<file path="src/rtl/pcm30_pkg.sv">
package pcm30_pkg;
  typedef enum logic [1:0] {
    ST_HUNT     = 2'd0,
    ST_CHK_NFAS = 2'd1,
    ST_CHK_FAS  = 2'd2,
    ST_SYNC     = 2'd3
  } align_st_e;

  localparam int unsigned ALIGN_WORD_LEN = 7;
  localparam logic [ALIGN_WORD_LEN-1:0] ALIGN_WORD = 7'b0011011;
endpackage

</file>
<file path="src/rtl/pcm30_word_window.sv">
module pcm30_word_window #(
  parameter int unsigned WIN = 7,
  parameter logic [WIN-1:0] PATTERN = 7'b0011011
) (
  input  logic clk_i,
  input  logic rst_ni,
  input  logic data_i,
  output logic match_o
);
  logic [WIN-2:0] hist_q;
  logic [WIN-1:0] window;

  // oldest bit on the left
  assign window  = {hist_q, data_i};
  assign match_o = (window == PATTERN);

  always_ff @(posedge clk_i or negedge rst_ni) begin
    if (!rst_ni) hist_q <= '0;
    else         hist_q <= window[WIN-2:0];
  end
endmodule

</file>
<file path="src/rtl/pcm30_frame_timer.sv">
module pcm30_frame_timer #(
  parameter int unsigned FRAME_BITS = 256,
  parameter int unsigned LOAD_POS   = 7,
  localparam int unsigned POS_W     = $clog2(FRAME_BITS)
) (
  input  logic             clk_i,
  input  logic             rst_ni,
  input  logic             load_i,
  output logic [POS_W-1:0] pos_o,
  output logic             fas_o,
  output logic [POS_W-1:0] pos_nx_o,
  output logic             fas_nx_o
);
  localparam logic [POS_W-1:0] LAST = POS_W'(FRAME_BITS - 1);
  localparam logic [POS_W-1:0] LPOS = POS_W'(LOAD_POS);

  logic [POS_W-1:0] pos_q;
  logic             fas_q;

  assign pos_nx_o = (pos_q == LAST) ? '0 : pos_q + 1'b1;
  assign fas_nx_o = (pos_q == LAST) ? ~fas_q : fas_q;
  assign pos_o    = pos_q;
  assign fas_o    = fas_q;

  always_ff @(posedge clk_i or negedge rst_ni) begin
    if (!rst_ni) begin
      pos_q <= '0;
      fas_q <= 1'b0;
    end else if (load_i) begin
      pos_q <= LPOS;
      fas_q <= 1'b1;
    end else begin
      pos_q <= pos_nx_o;
      fas_q <= fas_nx_o;
    end
  end

  assert_wrap_flip_R5: assert property (@(posedge clk_i) disable iff (!rst_ni)
    (pos_q == LAST && !load_i) |=> (pos_q == '0 && fas_q != $past(fas_q)));

  assert_load_pos_R2: assert property (@(posedge clk_i) disable iff (!rst_ni)
    load_i |=> (pos_q == LPOS && fas_q));
endmodule

</file>
<file path="src/rtl/pcm30_align_fsm.sv">
module pcm30_align_fsm
  import pcm30_pkg::*;
#(
  parameter int unsigned POS_W      = 8,
  parameter int unsigned NFAS_POS   = 1,
  parameter int unsigned CHK_POS    = 7,
  parameter int unsigned LAST_POS   = 255,
  parameter int unsigned LOSS_LIMIT = 3
) (
  input  logic             clk_i,
  input  logic             rst_ni,
  input  logic             data_i,
  input  logic             match_i,
  input  logic [POS_W-1:0] pos_i,
  input  logic             fas_i,
  input  logic [POS_W-1:0] pos_nx_i,
  input  logic             fas_nx_i,
  output logic             load_o,
  output logic             in_frame_o,
  output logic             fas_err_o,
  output logic             lost_tick_o
);
  localparam int unsigned ERR_W = $clog2(LOSS_LIMIT + 1);
  localparam logic [ERR_W-1:0] ERR_LAST = ERR_W'(LOSS_LIMIT - 1);

  align_st_e        st_q, st_d;
  logic [ERR_W-1:0] err_q, err_d;
  logic             at_nfas, at_fas;

  assign at_nfas = (pos_nx_i == POS_W'(NFAS_POS)) && !fas_nx_i;
  assign at_fas  = (pos_nx_i == POS_W'(CHK_POS)) && fas_nx_i;

  always_comb begin
    st_d      = st_q;
    err_d     = err_q;
    load_o    = 1'b0;
    fas_err_o = 1'b0;
    unique case (st_q)
      ST_HUNT: begin
        if (match_i) begin
          load_o = 1'b1;
          st_d   = ST_CHK_NFAS;
        end
      end
      ST_CHK_NFAS: begin
        if (at_nfas) st_d = data_i ? ST_CHK_FAS : ST_HUNT;
      end
      ST_CHK_FAS: begin
        if (at_fas) begin
          st_d  = match_i ? ST_SYNC : ST_HUNT;
          err_d = '0;
        end
      end
      ST_SYNC: begin
        if (at_fas) begin
          if (match_i) begin
            err_d = '0;
          end else begin
            fas_err_o = 1'b1;
            if (err_q == ERR_LAST) begin
              st_d  = ST_HUNT;
              err_d = '0;
            end else begin
              err_d = err_q + 1'b1;
            end
          end
        end
      end
      default: st_d = ST_HUNT;
    endcase
  end

  always_ff @(posedge clk_i or negedge rst_ni) begin
    if (!rst_ni) begin
      st_q  <= ST_HUNT;
      err_q <= '0;
    end else begin
      st_q  <= st_d;
      err_q <= err_d;
    end
  end

  assign in_frame_o  = (st_q == ST_SYNC);
  assign lost_tick_o = (st_q != ST_SYNC) && (pos_i == POS_W'(LAST_POS)) && !fas_i;

  assert_nfas_reject_R4: assert property (@(posedge clk_i) disable iff (!rst_ni)
    (st_q == ST_CHK_NFAS && at_nfas && !data_i) |=> (st_q == ST_HUNT));

  assert_lock_path_R3: assert property (@(posedge clk_i) disable iff (!rst_ni)
    $rose(in_frame_o) |-> $past(st_q == ST_CHK_FAS && match_i));

  assert_loss_on_error_R9: assert property (@(posedge clk_i) disable iff (!rst_ni)
    $fell(in_frame_o) |-> $past(fas_err_o));

  assert_err_bound_R9: assert property (@(posedge clk_i) disable iff (!rst_ni)
    err_q < ERR_W'(LOSS_LIMIT));
endmodule

</file>
<file path="src/rtl/pcm30_pulse_stretch.sv">
module pcm30_pulse_stretch #(
  parameter int unsigned LEN = 4
) (
  input  logic clk_i,
  input  logic rst_ni,
  input  logic trig_i,
  output logic pulse_o
);
  localparam int unsigned CNT_W = $clog2(LEN + 1);
  localparam int unsigned RUN_W = $clog2(LEN + 2);

  logic [CNT_W-1:0] cnt_q;
  logic [RUN_W-1:0] run_q;

  assign pulse_o = (cnt_q != '0);

  always_ff @(posedge clk_i or negedge rst_ni) begin
    if (!rst_ni)      cnt_q <= '0;
    else if (trig_i)  cnt_q <= CNT_W'(LEN);
    else if (pulse_o) cnt_q <= cnt_q - 1'b1;
  end

  // checker: high cycles since last trigger
  always_ff @(posedge clk_i or negedge rst_ni) begin
    if (!rst_ni)                              run_q <= '0;
    else if (trig_i)                          run_q <= RUN_W'(1);
    else if (pulse_o && run_q <= RUN_W'(LEN)) run_q <= run_q + 1'b1;
  end

  assert_trig_starts_R8: assert property (@(posedge clk_i) disable iff (!rst_ni)
    trig_i |=> pulse_o);

  assert_rise_cause_R10: assert property (@(posedge clk_i) disable iff (!rst_ni)
    $rose(pulse_o) |-> $past(trig_i));

  assert_len_bound_R8: assert property (@(posedge clk_i) disable iff (!rst_ni)
    pulse_o |-> (run_q <= RUN_W'(LEN)));
endmodule

</file>
<file path="src/rtl/pcm30_frame_aligner.sv">
module pcm30_frame_aligner
  import pcm30_pkg::*;
#(
  parameter int unsigned SLOT_BITS  = 8,
  parameter int unsigned SLOTS      = 32,
  parameter int unsigned LOSS_LIMIT = 3,
  parameter int unsigned FAULT_LEN  = 4,
  localparam int unsigned FRAME_BITS = SLOT_BITS * SLOTS,
  localparam int unsigned POS_W      = $clog2(FRAME_BITS),
  localparam int unsigned BIT_W      = $clog2(SLOT_BITS),
  localparam int unsigned SLOT_W     = $clog2(SLOTS)
) (
  input  logic              clk_i,
  input  logic              rst_ni,
  input  logic              data_i,
  output logic              sync_o,
  output logic              fault_o,
  output logic              in_frame_o,
  output logic [SLOT_W-1:0] slot_o,
  output logic [BIT_W-1:0]  bit_o
);
  localparam int unsigned CHK_POS  = SLOT_BITS - 1;
  localparam int unsigned NFAS_POS = SLOT_BITS - ALIGN_WORD_LEN;
  localparam int unsigned LAST_POS = FRAME_BITS - 1;

  logic             match, load, fas, fas_nx, fas_err, lost_tick;
  logic [POS_W-1:0] pos, pos_nx;

  pcm30_word_window #(
    .WIN     (ALIGN_WORD_LEN),
    .PATTERN (ALIGN_WORD)
  ) u_win (
    .clk_i   (clk_i),
    .rst_ni  (rst_ni),
    .data_i  (data_i),
    .match_o (match)
  );

  pcm30_frame_timer #(
    .FRAME_BITS (FRAME_BITS),
    .LOAD_POS   (CHK_POS)
  ) u_tmr (
    .clk_i    (clk_i),
    .rst_ni   (rst_ni),
    .load_i   (load),
    .pos_o    (pos),
    .fas_o    (fas),
    .pos_nx_o (pos_nx),
    .fas_nx_o (fas_nx)
  );

  pcm30_align_fsm #(
    .POS_W      (POS_W),
    .NFAS_POS   (NFAS_POS),
    .CHK_POS    (CHK_POS),
    .LAST_POS   (LAST_POS),
    .LOSS_LIMIT (LOSS_LIMIT)
  ) u_fsm (
    .clk_i       (clk_i),
    .rst_ni      (rst_ni),
    .data_i      (data_i),
    .match_i     (match),
    .pos_i       (pos),
    .fas_i       (fas),
    .pos_nx_i    (pos_nx),
    .fas_nx_i    (fas_nx),
    .load_o      (load),
    .in_frame_o  (in_frame_o),
    .fas_err_o   (fas_err),
    .lost_tick_o (lost_tick)
  );

  pcm30_pulse_stretch #(
    .LEN (FAULT_LEN)
  ) u_fault (
    .clk_i   (clk_i),
    .rst_ni  (rst_ni),
    .trig_i  (fas_err | lost_tick),
    .pulse_o (fault_o)
  );

  assign sync_o = in_frame_o && (pos == POS_W'(LAST_POS)) && !fas;
  assign slot_o = pos[POS_W-1:BIT_W];
  assign bit_o  = pos[BIT_W-1:0];

  assert_sync_lands_R6: assert property (@(posedge clk_i) disable iff (!rst_ni)
    (sync_o && !load) |=> (slot_o == '0 && bit_o == '0));

  assert_sync_single_R6: assert property (@(posedge clk_i) disable iff (!rst_ni)
    sync_o |=> !sync_o);
endmodule

</file>
<file path="config.mk">
export PLATFORM = sky130hd
export DESIGN_NAME = pcm30_frame_aligner
export DESIGN_NICKNAME = d
export VERILOG_FILES = /design/src/rtl/pcm30_pkg.sv /design/src/rtl/pcm30_word_window.sv /design/src/rtl/pcm30_frame_timer.sv /design/src/rtl/pcm30_align_fsm.sv /design/src/rtl/pcm30_pulse_stretch.sv /design/src/rtl/pcm30_frame_aligner.sv
export SDC_FILE = /design/constraint.sdc
export NUM_CORES = 1
export LEC_CHECK = 0
export ABC_AREA = 1
export BUFFER_PORTS_ARGS = -buffer_cell sky130_fd_sc_hd__buf_2
export CORE_ASPECT_RATIO = 0.6
export CORE_MARGIN = 2
export CORE_UTILIZATION = 40
export CTS_CLUSTER_SIZE = 12
export DETAILED_ROUTE_END_ITERATION = 10
export PLACE_DENSITY = 0.62
export SLEW_MARGIN = 20
export SYNTH_ARGS = -nofsm -noshare
export SYNTH_HDL_FRONTEND = slang
export SYNTH_HIERARCHICAL = 1
export SYNTH_SLANG_ARGS = --single-unit
</file>
<file path="constraint.sdc">
create_clock -name clk_i -period 2.1 [get_ports clk_i]
set_clock_uncertainty 0.15 [all_clocks]
set_input_delay 0.315 -clock clk_i [delete_from_list [all_inputs] [get_ports clk_i]]
set_output_delay 0.315 -clock clk_i [all_outputs]
set_load 0.1 [all_outputs]
</file>
======== Word-level counts from Yosys, hierarchy flattened ========
Cells that the tools add are included.
word-level totals
  register bits ........................... 22
  input port bits ......................... 3
  output and inout port bits .............. 11
  word-level logic and storage cells ...... 65
cells by class
  add/subtract/negate cells ............... 3
  eq/ne operators ......................... 15
  muxes and demuxes ....................... 25
  bitwise operators ....................... 2
  reductions and logical operators ........ 14
operator list
  cell                 number
  $mux 2               12
  $mux 8               2
  $ne 2x1->1 const B   5
  $add 8x1->8 const B  1
  $eq 8x1->1 const B   1
  $eq 8x3->1 const B   1
  $eq 8x8->1 const B   1
  $pmux 2 s4           1
  $eq 7x5->1 const B   1
  $mux 1               7
  $eq 2x2->1 const B   3
  $logic_and 1x1->1    6
  $mux 3               2
  $reduce_and 6->1     1
  $ne 2x2->1 const B   2
  $pmux 2 s2           1
  $reduce_bool 2->1    2
  $reduce_and 3->1     1
  $reduce_bool 3->1    1
  $sub 3x1->3 const B  1
  $add 2x1->2 const B  1
  $eq 2x1->1 const B   1
  $logic_not 1->1      2
  $logic_not 2->1      1
  other kinds (2)      2

======== Longest topological paths before layout ========
  depth after elaboration ................. 8
  gate-level depth with buffers ........... 15
  gate-level depth less buffers ........... 15

======== Cells and area by module ========
Netlist, hierarchy kept.
by module, submodules not included
  module               times used  cells an instance  area each (sq um)  seq. area each (sq um)
  pcm30_frame_timer    1           65                 496.7              225.2
  pcm30_align_fsm      1           65                 420.4              100.1
  pcm30_word_window    1           15                 183.9              150.1
  pcm30_pulse_stretch  1           22                 173.9              75.1
  pcm30_frame_aligner  1           10                 42.5               0.0

======== Worst setup path before layout ========
Ideal clock, no wire load.
  kind .................................... register to output
  from .................................... register u_tmr.pos_q[6] (netlist: u_tmr/pos_o[6])
  to ...................................... output port sync_o
  arrival ................................. 2495 ps
  data required time ...................... 1635 ps
  slack ................................... -860 ps
  stages on the path, launching flop included .. 5
  path buffers ............................ 0
  cell sequence ........................... dfrtp_1 nand2_1 nor2_1 nand2_1 nor2_1
between the ends
  cells in the longest elaborated chain, start to end .. 3
ends and longest elaborated chain
  element                         line                       text
  start: declaration              pcm30_frame_timer.sv:17    logic [POS_W-1:0] pos_q;
  start signal: assignment        pcm30_frame_timer.sv:33    pos_q <= pos_nx_o;
  $eq 8x8->1                      pcm30_frame_aligner.sv:82  assign sync_o = in_frame_o && (pos == POS_W'(LAST_POS)) && !fas;
  $logic_and 1x1->1 (2 in a row)  pcm30_frame_aligner.sv:82
  end: declaration                pcm30_frame_aligner.sv:16  output logic sync_o,
Every way passes these cells.

======== Worst setup path after layout ========
  from .................................... register u_tmr.pos_q[1] (netlist: u_tmr/pos_o[1])
  to ...................................... register u_fault.cnt_q[0]
between the ends
  elaborated cells on any way between the ends .. 13
  those cells by class .................... 1 x add/sub; 2 x eq/ne; 5 x mux; 1 x bitwise; 4 x reduce/logical
RTL lines
  element                                             line                       text
  $eq 8x8->1 *                                        pcm30_frame_timer.sv:21    assign fas_nx_o = (pos_q == LAST) ? ~fas_q : fas_q;
  $mux 1 *                                            pcm30_frame_timer.sv:21
  named net fas_nx                                    pcm30_frame_aligner.sv:26  logic match, load, fas, fas_nx, fas_err, lost_tick;
  $logic_and 1x1->1 *                                 pcm30_align_fsm.sv:31      assign at_fas = (pos_nx_i == POS_W'(CHK_POS)) && fas_nx_i;
  $mux 1 *                                            pcm30_align_fsm.sv:55      if (at_fas) begin
  $mux 1 *                                            pcm30_align_fsm.sv:38      unique case (st_q)
  named net fas_err                                   pcm30_frame_aligner.sv:26
  $or 1x1->1 *                                        pcm30_frame_aligner.sv:78  .trig_i (fas_err | lost_tick),
  $mux 3 / $reduce_bool 2->1 (equally long branches)  -
  end signal: assignment                              pcm30_pulse_stretch.sv:19  else if (trig_i) cnt_q <= CNT_W'(LEN);
  end signal: assignment                              pcm30_pulse_stretch.sv:20  else if (pulse_o) cnt_q <= cnt_q - 1'b1;
  end: declaration                                    pcm30_pulse_stretch.sv:12  logic [CNT_W-1:0] cnt_q;
The timed path passes the listed nets; every way through them passes the cells marked *.
A chain may end at the register's enable or synchronous reset.

==> results.yml <==
run_status:
  status: "complete, but fails checks"
  violations: "setup timing"
cts:
  clkLatencyLatePin_ps: 260
  clock_path_buffers: 2
  cts_tree: "yes"
  root_buffer: "clkbuf_8"
  cts_sinks: 22
  cts_buffers: 3
  htreeDepth: 1
  clk_pin_slew_worst_paths_ps: 80
setup_path:
  end_kind: "flip-flop"
  critPathMaxStageDelay_ps: 450
  path_buf_inv: 2
  path_cells: "ha_4 -> nand2_4 -> inv_6 -> nand4_1 -> nand2_2 -> nand3_2 -> nor2_4 -> nand2_2 -> nor3_2 -> or2_4 -> inv_4 -> nand4_1 -> nand2_1"
  slowest_stage: "dfrtp_4"
  critPathMaxFanout: 6
  cp-start-kind: "flip-flop"
  cp.required_ps: 2110
  crit_arrival_ps: 2150
  crit_family: "simple AND/OR/NAND/NOR gates"
  critical_path_class: "flip-flop to flip-flop"
sta:
  fin_ws_ps: -43.7
  setup-violations-final: 3
  timing.final.hold_violations: 0
  rsz0062_at_grt: "yes"
  fin_crit_ps: 2140
  fin_crit_sh_pct: 102
  slew_viol_final: 0
  fmax_ghz: 0.466
  relSlewSlack_pct: 66.7
  worstMarginPinSlew_ps: 500
synth:
  synth_cell_type_count: 25
  ys_ff_latch: 22
  avgSynthCellArea_um2: 7.44
  yosysTopAreaCellShare_pct: 41.8
  postSynthNetCount: 183
  synth.cell_area_um2: 1320
  syn_inst: 177
  ys_seq_area_share_pct: 41.8
  synth_area_leaders: "dfrtp_1 (42%), nand2_1 (11%), inv_1 (9.1%), nor2_1 (5.7%), nand3_1 (3.8%)"
  synth_top_cell_by_area: "dfrtp_1"
  yosysWarnings: 6
routing:
  drt_iter0_markers: 74
  firstDrtPassIters: 4
  wl_per_cell_um: 12.3
  drc: 0
  routed_via_density: 4.78
  totalWireLength_um: 3060
  vias: 1186
  ant_nets: 0
die:
  die_y_um: 48.5
  ios: 14
  num_rows: 16
  start_util_pct: 41.1
  die-area_um2: 3780
  core_um2: 3200
  die_x_um: 78.1
power_and_ir_drop:
  p_total_uw: 749
  total_leakage_power_uw: 0.000834
  max-vdd-ir-drop_uv: 241
  power_density_nw_per_um2: 432
layout:
  fin_area_um2: 1730
  final_util_pct: 54.1
  diodes: 0
  areaGrowthSynthToFinish_pct: 31.5
  drive_gt1_share_pct: 40.9
  layout.cells.non_filler: 248
  nets: 210
worst_hold_path:
  hold_class: "input pin to flip-flop"
placed_design:
  dpl.cell_count: 239
  place_area_um2: 1570
  gp_congestion: 0.842
  dp_hpwl_um: 2330
  portBuffers: 13
  pre_cts_ws_ps: -57.0
grt:
  grt_util_all_layers_pct: 17.6
  grt_pass1_wl_um: 5160
  overflow: 0
  grt_max_degree: 23
  grt_pass1_vias: 1098
  antenna_found_initial: 0
job:
  maxCapViolations: 0
[registers in the layout, indices dropped and copies added (netlist names)]
name,flops
u_tmr/pos_o,8
u_win/hist_q,6
u_fault/cnt_q,3
u_fsm/err_q,2
u_fsm/st_q,2
u_tmr/fas_o,1
[timing repair]
action / 4_1_cts / 5_1_grt
hold buffers: 1 / 0
pin swaps: 1 / 7
buffers inserted: 1 / 3
gates cloned: 0 / 0
resized for setup: 3 / 18
endpoints found under the hold margin: 22 / 0
endpoints found under the setup margin: 2 / 7
[per-stage QoR]
step	hold WS, ps	setup TNS (ps)
after floorplan	-131	-299
after global placement	159	0
after detailed placement	163	-94.4
after CTS	60.5	-10.9
after global routing	56.0	-761
final	67.6	-87.8
[area by class of cell]
class,instances,area (µm²)
Tap cell,45,56.3
Inverter,38,155
Fill cell,309,1470
Multi-Input combinational cell,117,741
Clock buffer,4,55.1
Sequential cell,22,576
Timing Repair Buffer,22,150
[synthesized netlist by cell type, drive strengths merged]
master  count
nand2      47
inv        38
nor2       26
dfrtp      22
nand3      12
nand4       7
o21ai       7
ha          3
nor3        3
nor4        3
a21oi       2
o21bai      2
or2         2
a22o        1
nand3b      1
xor2        1
[logic make-up after synthesis]
kind of cell / after synthesis / share of synthesized area (%)
AOI/OAI and AO/OA: 12 / 5.79
and+or+nand+nor: 101 / 37.9
xor gates and xnor gates: 1 / 0.665
DFF: 22 / 41.8
buffers and inverters: 38 / 11.0
adders and majority gates: 3 / 2.85
[metal layers]
metal | routed length [µm] | track usage, % | part of all wire [%]
met5 | 0 | 0 | 0
met4 | 12 | 2.34 | 0.39
met3 | 138 | 5.04 | 4.5
met2 | 1370 | 25.7 | 45
met1 | 1540 | 26.6 | 50
[power by group]
group	total [µW]	leakage (µW)	internal, µW	switching (µW)
combinational	15.6	0.000549	4.04	11.6
clock	302	0.0000288	167	135
sequential	432	0.000256	429	3.10
total	749	0.000834	600	149
[worst reg2reg max path, cell delays in order, from the launching register on]
cell and delay [ps]:
dfrtp_4 450, ha_4 160, nand2_4 60, inv_6 80, nand4_1 190, nand2_2 150
nand3_2 100, nor2_4 140, nand2_2 70, nor3_2 160, or2_4 160, inv_4 50
nand4_1 60, nand2_1 60
[layout by cell type (no fill, tap or decap), drive strengths merged]
master       instances
dlygate4sd3          1
inv                 38
buf                 21
ha                   3
xor2                 1
a22o                 1
clkbuf               4
nand3               12
a21oi                2
nor2                26
nor3                 3
dfrtp               22
nand4                7
or2                  2
nand3b               1
o21ai                7
nand2               47
nor4                 3
o21bai               2
[path summary, 6_finish.rpt]
path                                       from               end  slack (ps)  cells after the start
worst max-delay path             u_tmr/pos_o[1]  u_fault/cnt_q[0]         -40                     13
worst min-delay path                     data_i   u_win/hist_q[0]          70                      1
worst max register to register   u_tmr/pos_o[1]  u_fault/cnt_q[0]         -40                     13
worst min register to register  u_win/hist_q[0]   u_win/hist_q[1]         230                      0
max in group asynchronous                rst_ni    u_tmr/pos_o[0]        1010                      2
min in group asynchronous                rst_ni    u_tmr/pos_o[5]         400                      2
No activity file was read; power rests on OpenSTA's default activity.
